===== src/rtl/ctl_pkg.sv =====
package ctl_pkg;
  // Register indices; the read-side effects depend on these positions
  localparam int IDX_CNT_LO = 0;
  localparam int IDX_CNT_HI = 1;
  localparam int IDX_FIFO   = 2;
  localparam int IDX_CMD    = 3;
  localparam int IDX_STAT   = 4;
  localparam int IDX_INTR   = 5;
  localparam int IDX_SEQ    = 6;

  // Status layout
  localparam int          STAT_TC_BIT = 4;
  localparam logic [7:0]  STAT_PHASE  = 8'h07;
  // Sequence-step value after an interrupt acknowledge
  localparam logic [7:0]  SEQ_DONE    = 8'h04;

  typedef enum logic [2:0] {
    ACC_PLAIN,
    ACC_FIFO,
    ACC_INTR,
    ACC_CNTHI
  } acc_kind_e;

  function automatic acc_kind_e classify(input int idx);
    case (idx)
      IDX_FIFO:   return ACC_FIFO;
      IDX_INTR:   return ACC_INTR;
      IDX_CNT_HI: return ACC_CNTHI;
      default:    return ACC_PLAIN;
    endcase
  endfunction
endpackage


===== src/rtl/ctl_xfer_buf.sv =====
module ctl_xfer_buf #(
  parameter int DEPTH = 16,
  parameter int DW    = 8,
  localparam int PW   = (DEPTH > 1) ? $clog2(DEPTH) : 1,
  localparam int CW   = $clog2(DEPTH + 1)
) (
  input  logic          clk,
  input  logic          rst,
  input  logic          push,
  input  logic [DW-1:0] push_data,
  input  logic          pop,
  input  logic          pop_adv,
  output logic [DW-1:0] head,
  output logic [CW-1:0] fill,
  output logic          full
);
  logic [DW-1:0] mem [DEPTH];
  logic [PW-1:0] wptr, rptr;
  logic          push_ok, pop_ok, rewind;

  assign full    = (fill == CW'(DEPTH));
  assign push_ok = push && !full;
  assign pop_ok  = pop && (fill != '0);
  // Count reaches (or stays at) zero after this pop
  assign rewind  = pop && !push_ok && (fill <= CW'(1));

  function automatic logic [PW-1:0] bump(input logic [PW-1:0] p);
    return (p == PW'(DEPTH - 1)) ? '0 : p + PW'(1);
  endfunction

  // Storage without reset so it can map onto RAM
  always_ff @(posedge clk) begin
    if (push_ok) mem[wptr] <= push_data;
  end

  assign head = mem[rptr];

  always_ff @(posedge clk) begin
    if (rst) begin
      wptr <= '0;
      rptr <= '0;
      fill <= '0;
    end else begin
      if (rewind) begin
        wptr <= '0;
        rptr <= '0;
      end else begin
        if (push_ok)           wptr <= bump(wptr);
        if (pop_ok && pop_adv) rptr <= bump(rptr);
      end
      case ({push_ok, pop_ok})
        2'b10:   fill <= fill + CW'(1);
        2'b01:   fill <= fill - CW'(1);
        default: fill <= fill;
      endcase
    end
  end
endmodule


===== src/rtl/ctl_reg_file.sv =====
module ctl_reg_file
  import ctl_pkg::*;
#(
  parameter int IDX_W = 4,
  parameter int DW    = 8,
  localparam int NREG = 1 << IDX_W
) (
  input  logic             clk,
  input  logic             rst,
  input  logic             wr_en,
  input  logic [IDX_W-1:0] wr_idx,
  input  logic [DW-1:0]    wr_data,
  input  logic             fifo_ld,
  input  logic [DW-1:0]    fifo_val,
  input  logic             intr_clr,
  input  logic [IDX_W-1:0] rd_idx,
  output logic [DW-1:0]    rd_val,
  output logic [DW-1:0]    stat_val,
  output logic             hi_written
);
  logic [NREG-1:0][DW-1:0] regs;

  for (genvar g = 0; g < NREG; g++) begin : g_reg
    logic [DW-1:0] q;
    logic          hit;
    assign hit     = wr_en && (wr_idx == IDX_W'(g));
    assign regs[g] = q;

    if (g == IDX_FIFO) begin : g_fifo
      // Holds the byte most recently produced by a buffer read
      always_ff @(posedge clk) begin
        if (rst)          q <= '0;
        else if (fifo_ld) q <= fifo_val;
      end
    end else if (g == IDX_INTR) begin : g_intr
      always_ff @(posedge clk) begin
        if (rst)           q <= '0;
        else if (intr_clr) q <= '0;
        else if (hit)      q <= wr_data;
      end
    end else if (g == IDX_STAT) begin : g_stat
      always_ff @(posedge clk) begin
        if (rst)           q <= '0;
        else if (intr_clr) q[STAT_TC_BIT] <= 1'b0;
        else if (hit)      q <= wr_data;
      end
    end else if (g == IDX_SEQ) begin : g_seq
      always_ff @(posedge clk) begin
        if (rst)           q <= '0;
        else if (intr_clr) q <= DW'(SEQ_DONE);
        else if (hit)      q <= wr_data;
      end
    end else begin : g_plain
      always_ff @(posedge clk) begin
        if (rst)      q <= '0;
        else if (hit) q <= wr_data;
      end
    end
  end

  always_ff @(posedge clk) begin
    if (rst) hi_written <= 1'b0;
    else if (wr_en && wr_idx == IDX_W'(IDX_CNT_HI)) hi_written <= 1'b1;
  end

  assign rd_val   = regs[rd_idx];
  assign stat_val = regs[IDX_STAT];
endmodule


===== src/rtl/ctl_regport.sv =====
module ctl_regport
  import ctl_pkg::*;
#(
  parameter int          ADDR_W  = 8,
  parameter int          SHIFT   = 0,
  parameter int          IDX_W   = 4,
  parameter int          DEPTH   = 16,
  parameter int          DW      = 8,
  parameter logic [DW-1:0] CHIP_ID = 8'hA5
) (
  input  logic              clk,
  input  logic              rst,
  input  logic [ADDR_W-1:0] bus_addr,
  input  logic              rd_stb,
  input  logic              wr_stb,
  input  logic [DW-1:0]     wr_data,
  output logic [DW-1:0]     rd_data,
  output logic              irq
);
  localparam int CW = $clog2(DEPTH + 1);

  logic [IDX_W-1:0] reg_idx;
  acc_kind_e        kind;
  logic             wr_go, pio_in, pop_ok, intr_clr, hi_written, full;
  logic [DW-1:0]    head, pop_byte, rd_val, stat_val, rd_next;
  logic [CW-1:0]    fill;

  assign reg_idx  = IDX_W'(bus_addr >> SHIFT);
  assign kind     = classify(int'(reg_idx));
  assign wr_go    = wr_stb && !rd_stb;
  assign pio_in   = (stat_val & DW'(STAT_PHASE)) != '0;
  assign pop_ok   = rd_stb && (kind == ACC_FIFO) && (fill != '0);
  assign intr_clr = rd_stb && (kind == ACC_INTR);
  assign pop_byte = pio_in ? head : '0;

  ctl_xfer_buf #(.DEPTH(DEPTH), .DW(DW)) u_buf (
    .clk       (clk),
    .rst       (rst),
    .push      (wr_go && kind == ACC_FIFO),
    .push_data (wr_data),
    .pop       (rd_stb && kind == ACC_FIFO),
    .pop_adv   (pio_in),
    .head      (head),
    .fill      (fill),
    .full      (full)
  );

  ctl_reg_file #(.IDX_W(IDX_W), .DW(DW)) u_regs (
    .clk        (clk),
    .rst        (rst),
    .wr_en      (wr_go && kind != ACC_FIFO),
    .wr_idx     (reg_idx),
    .wr_data    (wr_data),
    .fifo_ld    (pop_ok),
    .fifo_val   (pop_byte),
    .intr_clr   (intr_clr),
    .rd_idx     (reg_idx),
    .rd_val     (rd_val),
    .stat_val   (stat_val),
    .hi_written (hi_written)
  );

  always_comb begin
    case (kind)
      ACC_FIFO:  rd_next = pop_ok ? pop_byte : rd_val;
      ACC_CNTHI: rd_next = hi_written ? rd_val : CHIP_ID;
      default:   rd_next = rd_val;  // interrupt cause returns pre-clear value
    endcase
  end

  always_ff @(posedge clk) begin
    if (rst) begin
      rd_data <= '0;
      irq     <= 1'b0;
    end else begin
      if (rd_stb)        rd_data <= rd_next;
      if (intr_clr)      irq     <= 1'b0;
      else if (pop_ok)   irq     <= 1'b1;
    end
  end
endmodule


===== config.mk =====
export PLATFORM = sky130hd
export DESIGN_NAME = ctl_regport
export DESIGN_NICKNAME = d
export VERILOG_FILES = /design/src/rtl/ctl_pkg.sv /design/src/rtl/ctl_xfer_buf.sv /design/src/rtl/ctl_reg_file.sv /design/src/rtl/ctl_regport.sv
export SDC_FILE = /design/constraint.sdc
export NUM_CORES = 1
export LEC_CHECK = 0
export BUFFER_PORTS_ARGS = -buffer_cell sky130_fd_sc_hd__buf_2
export CORE_MARGIN = 2
export CORE_UTILIZATION = 56
export DETAILED_ROUTE_END_ITERATION = 8
export GPL_TIMING_DRIVEN = 0
export PLACE_DENSITY_LB_ADDON = 0.25
export SLEW_MARGIN = 5
export SYNTH_ARGS = -nofsm -noshare
export SYNTH_HDL_FRONTEND = slang
export SYNTH_SLANG_ARGS = --single-unit

===== constraint.sdc =====
create_clock -name clk -period 2.7 [get_ports clk]
set_input_delay 0.54 -clock clk [delete_from_list [all_inputs] [get_ports clk]]
set_output_delay 0.54 -clock clk [all_outputs]
set_load 0.005 [all_outputs]

# == Word level (Yosys, flattened, before mapping) ==
# Memory sizes are Yosys's and may differ from the RTL's. A register that Yosys moved wholly into a read port is not among the register bits.
# Cells that the tools add are included.
# op_classes
n_addsub,4
magnitude_cmp,2
n_eq_ne,24
mux,16
n_bitwise,1
n_reduce_logical,36
# ops
op,n
== test 4 bit (second input constant),10
binary-select mux 8 bit (select 4 bit),1
two-way mux 8 bit,4
logical AND 1 bit,25
== test 4 x 3 -> 1 bit (second input constant),4
two-way mux 4 bit,4
case mux 8 bit (2 select lines),1
case mux 5 bit (2 select lines),1
adder 4 x 1 -> 4 bit (second input constant),2
== test 4 x 2 -> 1 bit (second input constant),2
nonzero test 8 bit,1
== test 3 x 2 -> 1 bit (second input constant),2
two-way mux 3 bit,2
case mux 2 bit (3 select lines),1
adder 5 x 1 -> 5 bit (second input constant),1
== test 5 bit (second input constant),1
<= comparator 5 x 1 -> 1 bit (second input constant),1
< comparator 4 x 5 -> 1 bit (second input constant),1
nonzero test 5 bit,1
subtractor 5 x 1 -> 5 bit (second input constant),1
== test 4 x 1 -> 1 bit (second input constant),1
zero test 4 bit,1
nonzero test 2 bit,2
OR reduction 2 bit,2
other kinds (8),11
# totals
regBits,151
mem_bits_rw,128
memories,1
# mem_list
name,words,word_bits,rd,rd_clocked_by_memory_dff,wr,line,text
u_buf.mem,16,8,1,1,1,ctl_xfer_buf.sv:17,logic [DW-1:0] mem [DEPTH];

# == Depth between registers and ports, before layout ==
# depth
word_depth,10
mapped_depth,11
mapped_depth_nobuf,10

# == Modules after synthesis ==
# Synthesis repeated with hierarchy kept, for this count alone.
# unflattened
hier_cells,1065
area_unflattened_um2,12484.5
# modules_own_cells
module,instances,cells_per_inst,area_each_um2,seq_area_each_um2
ctl_reg_file,1,673,5958.2,2582.5
ctl_xfer_buf,1,306,5853.1,4184.0
ctl_regport,1,86,673.1,180.2

# == Worst setup path before layout ==
# OpenSTA, ideal clock, no wires.
# synth_timing
path_kind,in2reg
startpoint,input port bus_addr[3]
endpoint,register u_buf.fill[3]
setup_ps,128
t_arrival_ps,2590
required_time_ps,2572
setup_slack_ps,-18
path_stages,9
path_buffers,1
cell_sequence,buf_2 > nor4b_4 > nand3_1 > inv_1 > ha_1 > or4b_2 > a21oi_1 > xnor2_1 > nor2_1
# synth_via
elab_chain_cells,7
elab_cells_between_ends,13
# synth_rtl
element,line,text
start: declaration,ctl_regport.sv:13,"input logic [ADDR_W-1:0] bus_addr,"
"== test 4 x 1 -> 1 bit, or another cell as far along",ctl_pkg.sv:25,case (idx)
case mux 2 bit (3 select lines) *,ctl_pkg.sv:25,
== test 3 x 1 -> 1 bit *,"ctl_regport.sv:39, ctl_regport.sv:41",
logical AND 1 bit (on tied branches),"ctl_regport.sv:41, ctl_regport.sv:39",
logical AND 1 bit (on tied branches),"ctl_xfer_buf.sv:23, ctl_xfer_buf.sv:22",
== test 2 x 1 -> 1 bit or == test 2 bit (tied branches),ctl_xfer_buf.sv:51,"case ({push_ok, pop_ok})"
case mux 5 bit (2 select lines) or nonzero test 2 bit (tied branches),-,
end signal: assignment,ctl_xfer_buf.sv:52,2'b10: fill <= fill + CW'(1);
end signal: assignment,ctl_xfer_buf.sv:53,2'b01: fill <= fill - CW'(1);
end signal: assignment,ctl_xfer_buf.sv:54,default: fill <= fill;
end: declaration,ctl_xfer_buf.sv:14,"output logic [CW-1:0] fill,"
# Mark *: on every way between the ends. The rest lies on a longest branch, timed or not.
# A chain may end at the register's enable or synchronous reset.

# == Worst setup path in the final report ==
# layout_timing
startpoint,register u_buf.fill[0]
endpoint,register u_buf.fill[3]
# layout_via
elab_chain_cells,5
elab_cells_between_ends,11
# layout_rtl
element,line,text
== test 5 bit,ctl_xfer_buf.sv:21,assign full = (fill == CW'(DEPTH));
zero test 1 bit,ctl_xfer_buf.sv:22,assign push_ok = push && !full;
logical AND 1 bit,ctl_xfer_buf.sv:22,
== test 2 x 1 -> 1 bit or == test 2 bit (tied branches),ctl_xfer_buf.sv:51,
case mux 5 bit (2 select lines) or nonzero test 2 bit (tied branches),-,
# Parallel ways exist; a longest one is shown, timed or not.

==> flow_summary.toml <==
[clock_network]
clockBufferDepth = 3
numCtsBuffers = 28
clk_pin_slew_worst_paths_ps = 60
hold_buffers = 0
cts_tree = "built"
clk_latency_ps = 540
root_buffer = "clkbuf_16"
cts_setup_buffers = 0
cts_num_sinks = 283
cts_htree_levels = 1

[critical_path]
arrival_ps = 3060
rr_startpoint = "u_buf.fill[0]"
setup.worst_path.end = "u_buf.fill[3]"
start_kind = "register"
critPathKind = "reg -> reg"
critPathLaunch = "u_buf.fill[0]"
rrSetupSlack_ps = 50
worst_ep_required_time_ps = 3110
end_kind = "register"
reg2reg_depth = 10
path_max_fanout = 10
rr_endpoint = "u_buf.fill[3]"

[global_route]
grt-ovfl-total = 0
grt.total_usage = 0.2756
grt_pass1_wl_um = 46430
antenna_found_initial = 0
grt_pass1_vias = 7955
grt_start_max_net_pins = 23

[cells_and_area]
areaGrowthSynthToFinish_pct = 12.72
finalNonFillerCells = 1330
multi_input_area_um2 = 4621
layout_common_cells = "dfxtp_1, edfxtp_1, nand2_1"
mostFrequentLayoutCell = "dfxtp_1"
antennaDiodeCount = 0
regArea_um2 = 6949
fin_nets = 1065
layout-drive-gt1-share = 0.1583
fillers = 1632

[power_and_ir_drop]
p_leak_nw = 4.474
total_power_w = 0.009099
power_density_nw_per_um2 = 679.2
peakVddDrop_mv = 0.5577

[drt]
routedWlPerCell_um = 22.99
ant_nets = 0
drcViolationCount = 0
drt_first_pass_iters = 5
wl_um = 30580
drt_iter0_markers = 713
post_drt_via_cell_ratio = 6.186
vias = 8227

[synth]
ys_top_cells_by_area = "edfxtp_1, dfxtp_1, mux4_2"
synth-main-ff-cell = "dfxtp_1"
synth_cells = 984
synth_top_area_share = 0.3234
ys_ff_latch = 283
syn-mean-instance-area_um2 = 12.08
yosysTopAreaCell = "edfxtp_1"
synth_area_um2 = 11890
syn-num-nets = 1014
yosysSeqAreaShare = 0.5845
yosys_warnings = 0
ys_types = 45
ys_async_sr_fraction = 0
synth-edff-count = 128

[die]
die_h_um = 149.7
die_x_um = 149.7
num_rows = 53
initial_core_util = 0.5672
ios = 29
dieArea_um2 = 22400
coreArea_um2 = 20960

[job]
drv_cap = 0

[sta]
max_freq_mhz = 376.8
min_period_ps = 2654
drv_slew = 0
setup_viol = 0
slew_headroom = 0.3055
tightest_slew_ps = 1034
skew_ps = 16.55
min_period_over_period = 0.9829
timing_hold_violations_final = 0

[worst_hold_path]
holdCritStartpoint = "rd_stb"
min_path_cells = 3
hp-class = "in -> reg"

[placed_design]
portBuffers = 22
gp_congestion = 0.9033
detailed_place_hpwl_um = 20940
post-place-cells = 1281

[status]
outcome = "complete, no violations"
==> worst min path at each step <==
stage / end / slack [ps]
finish: u_regs.g_reg[6].q[2] / 400
global route: u_regs.g_reg[6].q[2] / 400
CTS: u_regs.g_reg[6].q[2] / 380
detailed placement: irq / 440
global placement: irq / 430
floorplan: u_regs.g_reg[8].q[1] / 430
==> metal layers <==
metal | vias up | GRT usage | share of wire
li1 | 3747 | - | -
met2 | 341 | 0.4677 | 0.49
met5 | - | 0 | 0
met3 | 66 | 0.03872 | 0.066
met1 | 4073 | 0.3634 | 0.41
met4 | 0 | 0.1009 | 0.035
==> flip-flops by register name (all words and copies together) (netlist names), named ones only <==
| name | flops |
|---|---|
| irq | 1 |
| u_buf.mem | 128 |
| u_regs.stat_val | 8 |
| u_buf.fill | 5 |
| u_regs.hi_written | 1 |
| u_regs.g.q | 120 |
| u_buf.rptr | 4 |
| rd_data | 8 |
| u_buf.wptr | 4 |
==> cells in the mapped netlist, types with 5 or more instances <==
library cell / count
dfxtp_1: 155
edfxtp_1: 128
nand2_1: 99
a21oi_1: 92
mux2i_1: 85
nor2_1: 74
nand3_1: 73
mux4_2: 48
clkbuf_1: 39
a22oi_1: 31
buf_2: 26
nor2b_1: 13
o21ai_0: 11
ha_1: 10
inv_1: 10
a21o_1: 8
buf_1: 6
nand4_1: 6
nor3_1: 6
a31oi_1: 5
mux2_2: 5
o21bai_1: 5
==> through the flow <==
stage | hold WS, ps | utilization | worst slack (ps) | cell area, um^2 | TNS (ps)
3_5_place_dp | 439.5 | 0.5891 | -437.9 | 12340 | -16110
4_1_cts | 379.0 | 0.6389 | 0.7576 | 13390 | 0
6_report | 404.4 | 0.6393 | 46.20 | 13400 | 0
2_1_floorplan | 433.1 | - | 54.97 | 11890 | 0
3_3_place_gp | 434.8 | 0.5891 | -365.7 | 12340 | -10950
5_1_grt | 397.4 | 0.6393 | -52.12 | 13400 | -52.12
==> kinds of logic after synthesis <==
kind of cell	Yosys count	synth area share
AO/OA/AOI/OAI	165	0.08443
XOR/XNOR	5	0.003685
multiplexers	138	0.1673
buffers and inverters	85	0.03085
flip-flops	283	0.5845
AND/OR/NAND/NOR	298	0.1187
adder cells (fa/ha/maj)	10	0.01053
==> power by group <==
part	switching (W)	internal (W)
Combinational	0.000283	0.000102
Clock	0.00164	0.00257
Sequential	0.0000160	0.00449
Total	0.00194	0.00716
==> area by class of cell <==
cell class	instances	share of cell area
Sequential cell	283	0.5187
Clock inverter	16	0.01915
Multi-Input combinational cell	616	0.3449
Clock buffer	34	0.05622
Timing Repair Buffer	22	0.008219
Tap cell	275	0.02568
Inverter	10	0.002802
Buffer	74	0.02428
==> worst max-delay path, cell delays in order, from the launching register on <==
cell,delay [ps]
dfxtp_2,410
inv_1,90
ha_1,210
or4b_4,250
nand3_4,160
inv_1,190
ha_4,200
or4b_2,620
a21oi_2,190
xnor2_1,140
nor2_1,50
==> what timing repair did <==
| item | 4_1_cts | 5_1_grt |
|---|---|---|
| pin swaps | 0 | 0 |
| gates resized for setup | 8 | 3 |
| endpoints found under the setup margin | 25 | 57 |
Power figures use the tool's default switching activity.
